===== src/rtl/xirq_pkg.sv =====
package xirq_pkg;
  localparam int FIELDS_PER_SRC = 4;

  // Field order inside one source's nibble, MSB first
  typedef struct packed {
    logic pri;
    logic en;
    logic flag;
    logic trig;
  } src_ctl_t;

  localparam int F_TRIG = 0;
  localparam int F_FLAG = 1;
  localparam int F_EN   = 2;
  localparam int F_PRI  = 3;
endpackage


===== src/rtl/xirq_sync.sv =====
module xirq_sync #(
  parameter int N_PIN  = 2,
  parameter int STAGES = 2
) (
  input  logic             clk,
  input  logic             rst_n,
  input  logic [N_PIN-1:0] pin_n,
  output logic [N_PIN-1:0] now_n,
  output logic [N_PIN-1:0] prev_n
);
  logic [N_PIN-1:0] chain [STAGES];

  always_ff @(posedge clk or negedge rst_n) begin
    if (!rst_n) begin
      for (int s = 0; s < STAGES; s++) chain[s] <= '1;
      prev_n <= '1;
    end else begin
      chain[0] <= pin_n;
      for (int s = 1; s < STAGES; s++) chain[s] <= chain[s-1];
      prev_n <= chain[STAGES-1];
    end
  end

  assign now_n = chain[STAGES-1];
endmodule


===== src/rtl/xirq_regif.sv =====
module xirq_regif #(
  parameter int               ADDR_W   = 8,
  parameter int               REG_W    = 8,
  parameter logic [ADDR_W-1:0] CTL_ADDR = 8'hC0
) (
  input  logic [ADDR_W-1:0] sfr_addr,
  input  logic              sfr_wr,
  input  logic [REG_W-1:0]  sfr_wdata,
  output logic [REG_W-1:0]  sfr_rdata,
  input  logic [ADDR_W-1:0] bit_addr,
  input  logic              bit_wr,
  input  logic              bit_wdata,
  input  logic [REG_W-1:0]  ctl,
  output logic [REG_W-1:0]  wr_mask,
  output logic [REG_W-1:0]  wr_val
);
  localparam int IDX_W = $clog2(REG_W);

  logic byte_hit;
  logic bit_hit;

  assign byte_hit = sfr_wr && (sfr_addr == CTL_ADDR);
  assign bit_hit  = bit_wr && (bit_addr[ADDR_W-1:IDX_W] == CTL_ADDR[ADDR_W-1:IDX_W]);

  for (genvar k = 0; k < REG_W; k++) begin : g_bit
    assign wr_mask[k] = byte_hit || (bit_hit && (bit_addr[IDX_W-1:0] == IDX_W'(k)));
    assign wr_val[k]  = byte_hit ? sfr_wdata[k] : bit_wdata;
  end

  assign sfr_rdata = (sfr_addr == CTL_ADDR) ? ctl : '0;
endmodule


===== src/rtl/xirq_src.sv =====
module xirq_src
  import xirq_pkg::*;
(
  input  logic     clk,
  input  logic     rst_n,
  input  logic     fall,
  input  logic     active,
  input  logic     ack,
  input  src_ctl_t wmask,
  input  src_ctl_t wval,
  output src_ctl_t ctl,
  output logic     req,
  output logic     hi
);
  always_ff @(posedge clk or negedge rst_n) begin
    if (!rst_n) begin
      ctl <= '0;
    end else begin
      if (wmask.trig) ctl.trig <= wval.trig;
      if (wmask.en)   ctl.en   <= wval.en;
      if (wmask.pri)  ctl.pri  <= wval.pri;
      // mode is taken from the trigger bit held before this edge
      if (!ctl.trig)       ctl.flag <= active;
      else if (fall)       ctl.flag <= 1'b1;
      else if (wmask.flag) ctl.flag <= wval.flag;
      else if (ack)        ctl.flag <= 1'b0;
    end
  end

  assign req = ctl.flag & ctl.en;
  assign hi  = ctl.pri;
endmodule


===== src/rtl/xirq_ctrl.sv =====
module xirq_ctrl
  import xirq_pkg::*;
#(
  parameter int               N_SRC       = 2,
  parameter int               SYNC_STAGES = 2,
  parameter int               ADDR_W      = 8,
  parameter logic [ADDR_W-1:0] CTL_ADDR    = 8'hC0,
  localparam int              REG_W       = N_SRC * FIELDS_PER_SRC
) (
  input  logic              clk,
  input  logic              rst_n,
  input  logic [N_SRC-1:0]  xint_n,
  input  logic [ADDR_W-1:0] sfr_addr,
  input  logic              sfr_wr,
  input  logic [REG_W-1:0]  sfr_wdata,
  output logic [REG_W-1:0]  sfr_rdata,
  input  logic [ADDR_W-1:0] bit_addr,
  input  logic              bit_wr,
  input  logic              bit_wdata,
  input  logic [N_SRC-1:0]  irq_ack,
  output logic [N_SRC-1:0]  irq_req,
  output logic [N_SRC-1:0]  irq_hi
);
  logic [N_SRC-1:0] sync_now;
  logic [N_SRC-1:0] sync_prev;
  logic [REG_W-1:0] ctl_q;
  logic [REG_W-1:0] wr_mask;
  logic [REG_W-1:0] wr_val;

  xirq_sync #(.N_PIN(N_SRC), .STAGES(SYNC_STAGES)) u_sync (
    .clk    (clk),
    .rst_n  (rst_n),
    .pin_n  (xint_n),
    .now_n  (sync_now),
    .prev_n (sync_prev)
  );

  xirq_regif #(.ADDR_W(ADDR_W), .REG_W(REG_W), .CTL_ADDR(CTL_ADDR)) u_regif (
    .sfr_addr  (sfr_addr),
    .sfr_wr    (sfr_wr),
    .sfr_wdata (sfr_wdata),
    .sfr_rdata (sfr_rdata),
    .bit_addr  (bit_addr),
    .bit_wr    (bit_wr),
    .bit_wdata (bit_wdata),
    .ctl       (ctl_q),
    .wr_mask   (wr_mask),
    .wr_val    (wr_val)
  );

  for (genvar g = 0; g < N_SRC; g++) begin : g_src
    src_ctl_t src_ctl;

    xirq_src u_src (
      .clk    (clk),
      .rst_n  (rst_n),
      .fall   (sync_prev[g] & ~sync_now[g]),
      .active (~sync_now[g]),
      .ack    (irq_ack[g]),
      .wmask  (wr_mask[g*FIELDS_PER_SRC +: FIELDS_PER_SRC]),
      .wval   (wr_val[g*FIELDS_PER_SRC +: FIELDS_PER_SRC]),
      .ctl    (src_ctl),
      .req    (irq_req[g]),
      .hi     (irq_hi[g])
    );

    assign ctl_q[g*FIELDS_PER_SRC +: FIELDS_PER_SRC] = src_ctl;
  end
endmodule


===== config.mk =====
export PLATFORM = sky130hd
export DESIGN_NAME = xirq_ctrl
export DESIGN_NICKNAME = d
export VERILOG_FILES = /design/src/rtl/xirq_pkg.sv /design/src/rtl/xirq_sync.sv /design/src/rtl/xirq_regif.sv /design/src/rtl/xirq_src.sv /design/src/rtl/xirq_ctrl.sv
export SDC_FILE = /design/constraint.sdc
export NUM_CORES = 1
export LEC_CHECK = 0
export BUFFER_PORTS_ARGS = -buffer_cell sky130_fd_sc_hd__buf_4
export CAP_MARGIN = 10
export CORE_MARGIN = 10
export CORE_UTILIZATION = 39
export CTS_CLUSTER_SIZE = 24
export DETAILED_ROUTE_END_ITERATION = 10
export PLACE_DENSITY = 0.83
export SLEW_MARGIN = 30
export SYNTH_ARGS = -nofsm -noshare
export SYNTH_HDL_FRONTEND = slang
export SYNTH_HIERARCHICAL = 1
export SYNTH_SLANG_ARGS = --single-unit

===== constraint.sdc =====
create_clock -name clk -period 0.8 [get_ports clk]
set_input_delay 0.04 -clock clk [delete_from_list [all_inputs] [get_ports clk]]
set_output_delay 0.04 -clock clk [all_outputs]
set_load 0.005 [all_outputs]

# Word level (Yosys, flattened, before mapping)
# Index checks and enable logic that the tools add are counted.
dict set report totals {
  reg_bits 14
  latchBits 0
  ram_bits 0
  romBits 0
  in_bits 33
  n_memories 0
}
dict set report classes {
  add_sub_neg 0
  mul 0
  div_mod_pow 0
  magnitude_cmp 0
  eq_ne 11
  shift 0
  mux 17
  bitwise_logic 6
  n_reduce_logical 19
}
# cell n
set ops {}
lappend ops {{$mux 1} 16}
lappend ops {{$eq 3x3->1 const B} 4}
lappend ops {{$logic_and 1x1->1} 10}
lappend ops {{$eq 8x8->1 const B} 1}
lappend ops {{$logic_or 1x1->1} 8}
lappend ops {{$mux 8} 1}
lappend ops {{$ne 4x2->1 const B} 2}
lappend ops {{$eq 3x2->1 const B} 2}
lappend ops {{$eq 5x5->1 const B} 1}
lappend ops {{$and 1x1->1} 4}
lappend ops {{$eq 3x1->1 const B} 1}
lappend ops {{$logic_not 3->1} 1}
lappend ops {{$not 1->1} 2}

# Longest topological paths before layout
dict set report depth {
  word_depth 7
  depth_mapped 7
  depth_no_buf 5
}

# Cells and area by module
# The synthesis kept the hierarchy.
# mod n_inst cells_each area_per_inst_um2 seq_area_each_um2
set modules_own_cells {}
lappend modules_own_cells {xirq_src 2 14 183.9 100.1}
lappend modules_own_cells {xirq_regif 1 35 297.8 0.0}
lappend modules_own_cells {xirq_sync 1 8 172.7 157.7}
lappend modules_own_cells {xirq_ctrl 1 4 20.0 0.0}

# Least setup slack after synthesis
# OpenSTA, ideal clock, no wires.
dict set report synth_path {
  path_type {input -> register}
  startpoint {input port sfr_addr[1]}
  endpoint {register, netlist name g_src[0].u_src/ctl[2]}
  arrival_time_ns 1.301
  required_time_ns 0.675
  setup_slack_ns -0.626
  path_stages 5
  path_buffers 1
  path_cell_list {nor4_4 > nand3_4 > buf_6 > mux2_4 > mux2_2}
}
dict set report synth_via {
  elab_chain_len 3
  word_cells_on_any_way 4
  classes_between {eq/ne: 1; mux: 1; reduce/logical: 2}
}
# element line
set synth_rtl {}
lappend synth_rtl {{start, declared} xirq_ctrl.sv:13} ;# input logic [ADDR_W-1:0] sfr_addr,
lappend synth_rtl {{$eq 8x8->1} xirq_regif.sv:22} ;# assign byte_hit = sfr_wr && (sfr_addr == CTL_ADDR);
lappend synth_rtl {{$logic_and 1x1->1} xirq_regif.sv:22}
lappend synth_rtl {{$mux 1} xirq_regif.sv:27} ;# assign wr_val[k] = byte_hit ? sfr_wdata[k] : bit_wdata;
lappend synth_rtl {{named net wr_val[2]} xirq_ctrl.sv:28} ;# logic [REG_W-1:0] wr_val;
# The timed path passes the listed nets, and every way through them passes these cells.
# A chain may end at the register's enable or synchronous reset.

# Worst setup path after layout
dict set report layout_path {
  startpoint {input port sfr_addr[1]}
  endpoint {register, netlist name g_src[1].u_src/ctl[1]}
}
dict set report layout_via {
  elab_chain_len 6
  word_cells_on_any_way 8
  classes_between {eq/ne: 2; mux: 4; reduce/logical: 2}
}
# element line
set layout_rtl {}
lappend layout_rtl {{$eq 8x8->1} xirq_regif.sv:22}
lappend layout_rtl {{$logic_and 1x1->1} xirq_regif.sv:22}
lappend layout_rtl {{$mux 1} xirq_regif.sv:27}
lappend layout_rtl {{named net wr_val[5]} xirq_ctrl.sv:28}
lappend layout_rtl {{$mux 1} xirq_src.sv:25} ;# else if (wmask.flag) ctl.flag <= wval.flag;
lappend layout_rtl {{$mux 1} xirq_src.sv:24} ;# else if (fall) ctl.flag <= 1'b1;
lappend layout_rtl {{$mux 1} xirq_src.sv:23} ;# if (!ctl.trig) ctl.flag <= active;
# The timed path passes the listed nets, and every way through them passes these cells.

==> metrics <==
outcome=complete, but fails checks; failing checks=setup timing; FFs w/ async S/R, synth=100.0%; final setup fails=20; htree depth=1; clk buf depth=2; pre-CTS WS=-0.7365 ns; fraction of the yosys area taken by sequential cells=41.69%; commonest cells in the netlist=mux2_2 (12), and3_1 (8), dfrtp_1 (8); port bufs=44; fin nets=163; utilization after layout=about 73%; initial antenna violation count=0; final weighted congestion in routability-driven placement=between 0.8 and 0.9; ranking of synthesized cells by area=dfrtp_1 (23%), dfstp_2 (18%), mux2_2 (16%), and3_1 (5.8%), a41oi_2 (3.8%); Setup crit end kind=register; synthesis-to-layout area growth=72.45%; Fin. Hold Viols=0; cell count of the worst reg-to-reg path=2; GRT overflow=0; post-DR vias/cell=between 5 and 6; Worst-path clk slew=~0.080 ns; Max Slew Vio Count=0; P per Cell Area=approximately 1200 mW/mm^2; leading area contributor after synthesis=dfrtp_1; Initial Utilization=between 40% and 50%; layout cells sized above 1=73.64%; via count=845; Netlist cell types=24; largest net degree at the start of global routing=15; DP HPWL=around 1900 um; I/O pin count=45; placed cell areas=roughly 0.0012 mm^2; crit-path max FO=8; peak supply drop=1258 uV; DIE WIDTH=66.91 um; CTS root buffer=clkbuf_4; Clock Skew=0.0003264 ns; RSZ-0062 raised after global routing=yes; global-route wire length before repair=4657 um; hold slack=0.05262 ns; Worst R2R Start=g_src[0].u_src/ctl[1]; number of buffers created by CTS=3; most frequent cell after synthesis=mux2_2; DRT iter0 DRCs=32; CTS tree=yes; #FFs+latches synth=14; maxcap violations=0; final wirelength=3276 um; worst reg2reg path endpoint=g_src[0].u_src/ctl[1]; Final Worst Setup Slack=-0.4426 ns; # diodes=0; DR pass1 iterations=4; crit share post-route=155.3%; type of the tightest min-delay check=input pin to register; Ys Warns=6; Post-Syn Area=around 860 um^2; worst path arrival time=around 1.4 ns; clock sink count=14; DRC viols=0; Worst EP required=about 0.96 ns; WL/cell=21.00 um; Syn Area/Cell=11.44 um^2; Rel. slew slack=about 73%; top-area cell type share of the netlist area=a little under a quarter; clk_lat worst skew=between 0.2 and 0.3 ns; HP Start=irq_ack[1]; Row Count=16; min Tclk post-route=1.243 ns; vias in the first global route=924; Synth Net Count=108; Die Y=around 67 um; Crit Path Category=input pin to register; hold depth=3; Hold Path Sink=g_src[1].u_src/ctl[1]; TNS Setup=-6.369 ns; Reg2Reg Setup Slack=-0.19 ns; cells after synthesis=75; fmax=between 800 and 900 MHz; Post-synth EDFFs=0; total die area=~0.0045 mm^2; Lkg Pwr=~0.0007 uW; dominant synthesized flop cell=dfrtp_1; Detail Route Antenna Nets=0; final instance area=~0.0015 mm^2; overall routing resource usage=about an eighth; core area=between 0.002 and 0.0025 mm^2; CP startpoint kind=input pin; Slew @ Worst Pin=between 0.3 and 0.4 ns
-- flip-flops by register name (all words and copies together) (netlist names) --
register,flops
g_src.u_src/ctl,6
g_src.u_src/hi,2
u_sync/chain,2
u_sync/now_n,2
u_sync/prev_n,2
-- power by group --
| part | total, uW | internal, uW | leakage, uW | switching (uW) |
|---|---|---|---|---|
| Clock | 514 | 277 | 0.0000210 | 237 |
| Sequential | 812 | 772 | 0.000168 | 39.7 |
| Combinational | 424 | 270 | 0.000510 | 155 |
| Total | 1750 | 1320 | 0.000699 | 431 |
-- cell usage in the layout (no fill, tap or decap), drive strengths merged --
| cell type | instances |
|---|---|
| buf | 52 |
| mux2 | 14 |
| dfrtp | 8 |
| and3 | 8 |
| dfstp | 6 |
| o21ai | 6 |
| inv | 4 |
| clkbuf | 4 |
| dlygate4sd3 | 3 |
| nand2 | 3 |
| nor2b | 2 |
| nand3 | 2 |
| and2 | 2 |
| or3b | 2 |
| nor2 | 2 |
| a41oi | 2 |
| nand2b | 2 |
| o31ai | 2 |
| nor4bb | 1 |
| nor4 | 1 |
| nor4b | 1 |
| nand4b | 1 |
| nand4 | 1 |
-- how the worst max path moves through the flow --
stage / startpoint / end / slack [ns]
2_1_floorplan: sfr_addr[1] / g_src[0].u_src/ctl[2] / -0.63
3_3_place_gp: bit_addr[4] / g_src[0].u_src/hi / -0.69
3_5_place_dp: bit_addr[4] / g_src[1].u_src/ctl[0] / -0.74
4_1_cts: sfr_addr[4] / g_src[1].u_src/hi / -0.31
5_1_grt: sfr_addr[1] / g_src[1].u_src/ctl[1] / -0.48
6_report: sfr_addr[1] / g_src[1].u_src/ctl[1] / -0.44
-- critical path, cell delays in order --
cell and delay [ns]:
buf_6 0.10, nor4_4 0.42, buf_4 0.20, nand3_4 0.13
mux2_4 0.34, nand2_2 0.07, a41oi_2 0.10
-- layer usage --
metal  up-vias  track usage [%]  routed length [um]
met5         -                0                   0
met4         0            5.641                  53
met3         5            4.515                 356
met2        46            22.63                1509
met1       414            14.69                1356
li1        380                -                   -
-- final cells by class --
cell class                      count  area (um^2)
Tap cell                           27        33.78
Inverter                            4        15.01
Clock buffer                        4        36.28
Multi-Input combinational cell     52        545.5
Fill cell                         128        541.8
Sequential cell                    14        357.8
Timing Repair Buffer               55        491.7
-- repair_timing --
| item | CTS | global route |
|---|---|---|
| hold buffers | 3 | 0 |
| pin swaps | 9 | 6 |
| gates resized for setup | 29 | 14 |
| buffers inserted | 2 | 0 |
| gates cloned | 1 | 0 |
| endpoints found under the hold margin | 16 | 0 |
| endpoints found under the setup margin | 20 | 20 |
-- metrics by stage --
stage	cells	power, uW
3_5_place_dp	146	1134
3_3_place_gp	146	1122
4_1_cts	156	1743
5_1_grt	156	1825
2_1_floorplan	75	934.2
6_report	156	1751
-- cell families (layout without fill, tap and decap cells) --
logic type	count (synthesis)	count (layout)	synth area share, %
AO/OA/AOI/OAI	10	10	9.037
buffers and inverters	10	63	7.142
flip-flops	14	14	41.69
multiplexers	14	14	19.24
AND/OR/NAND/NOR	27	28	22.89
No activity file was read; power rests on OpenSTA's default activity.
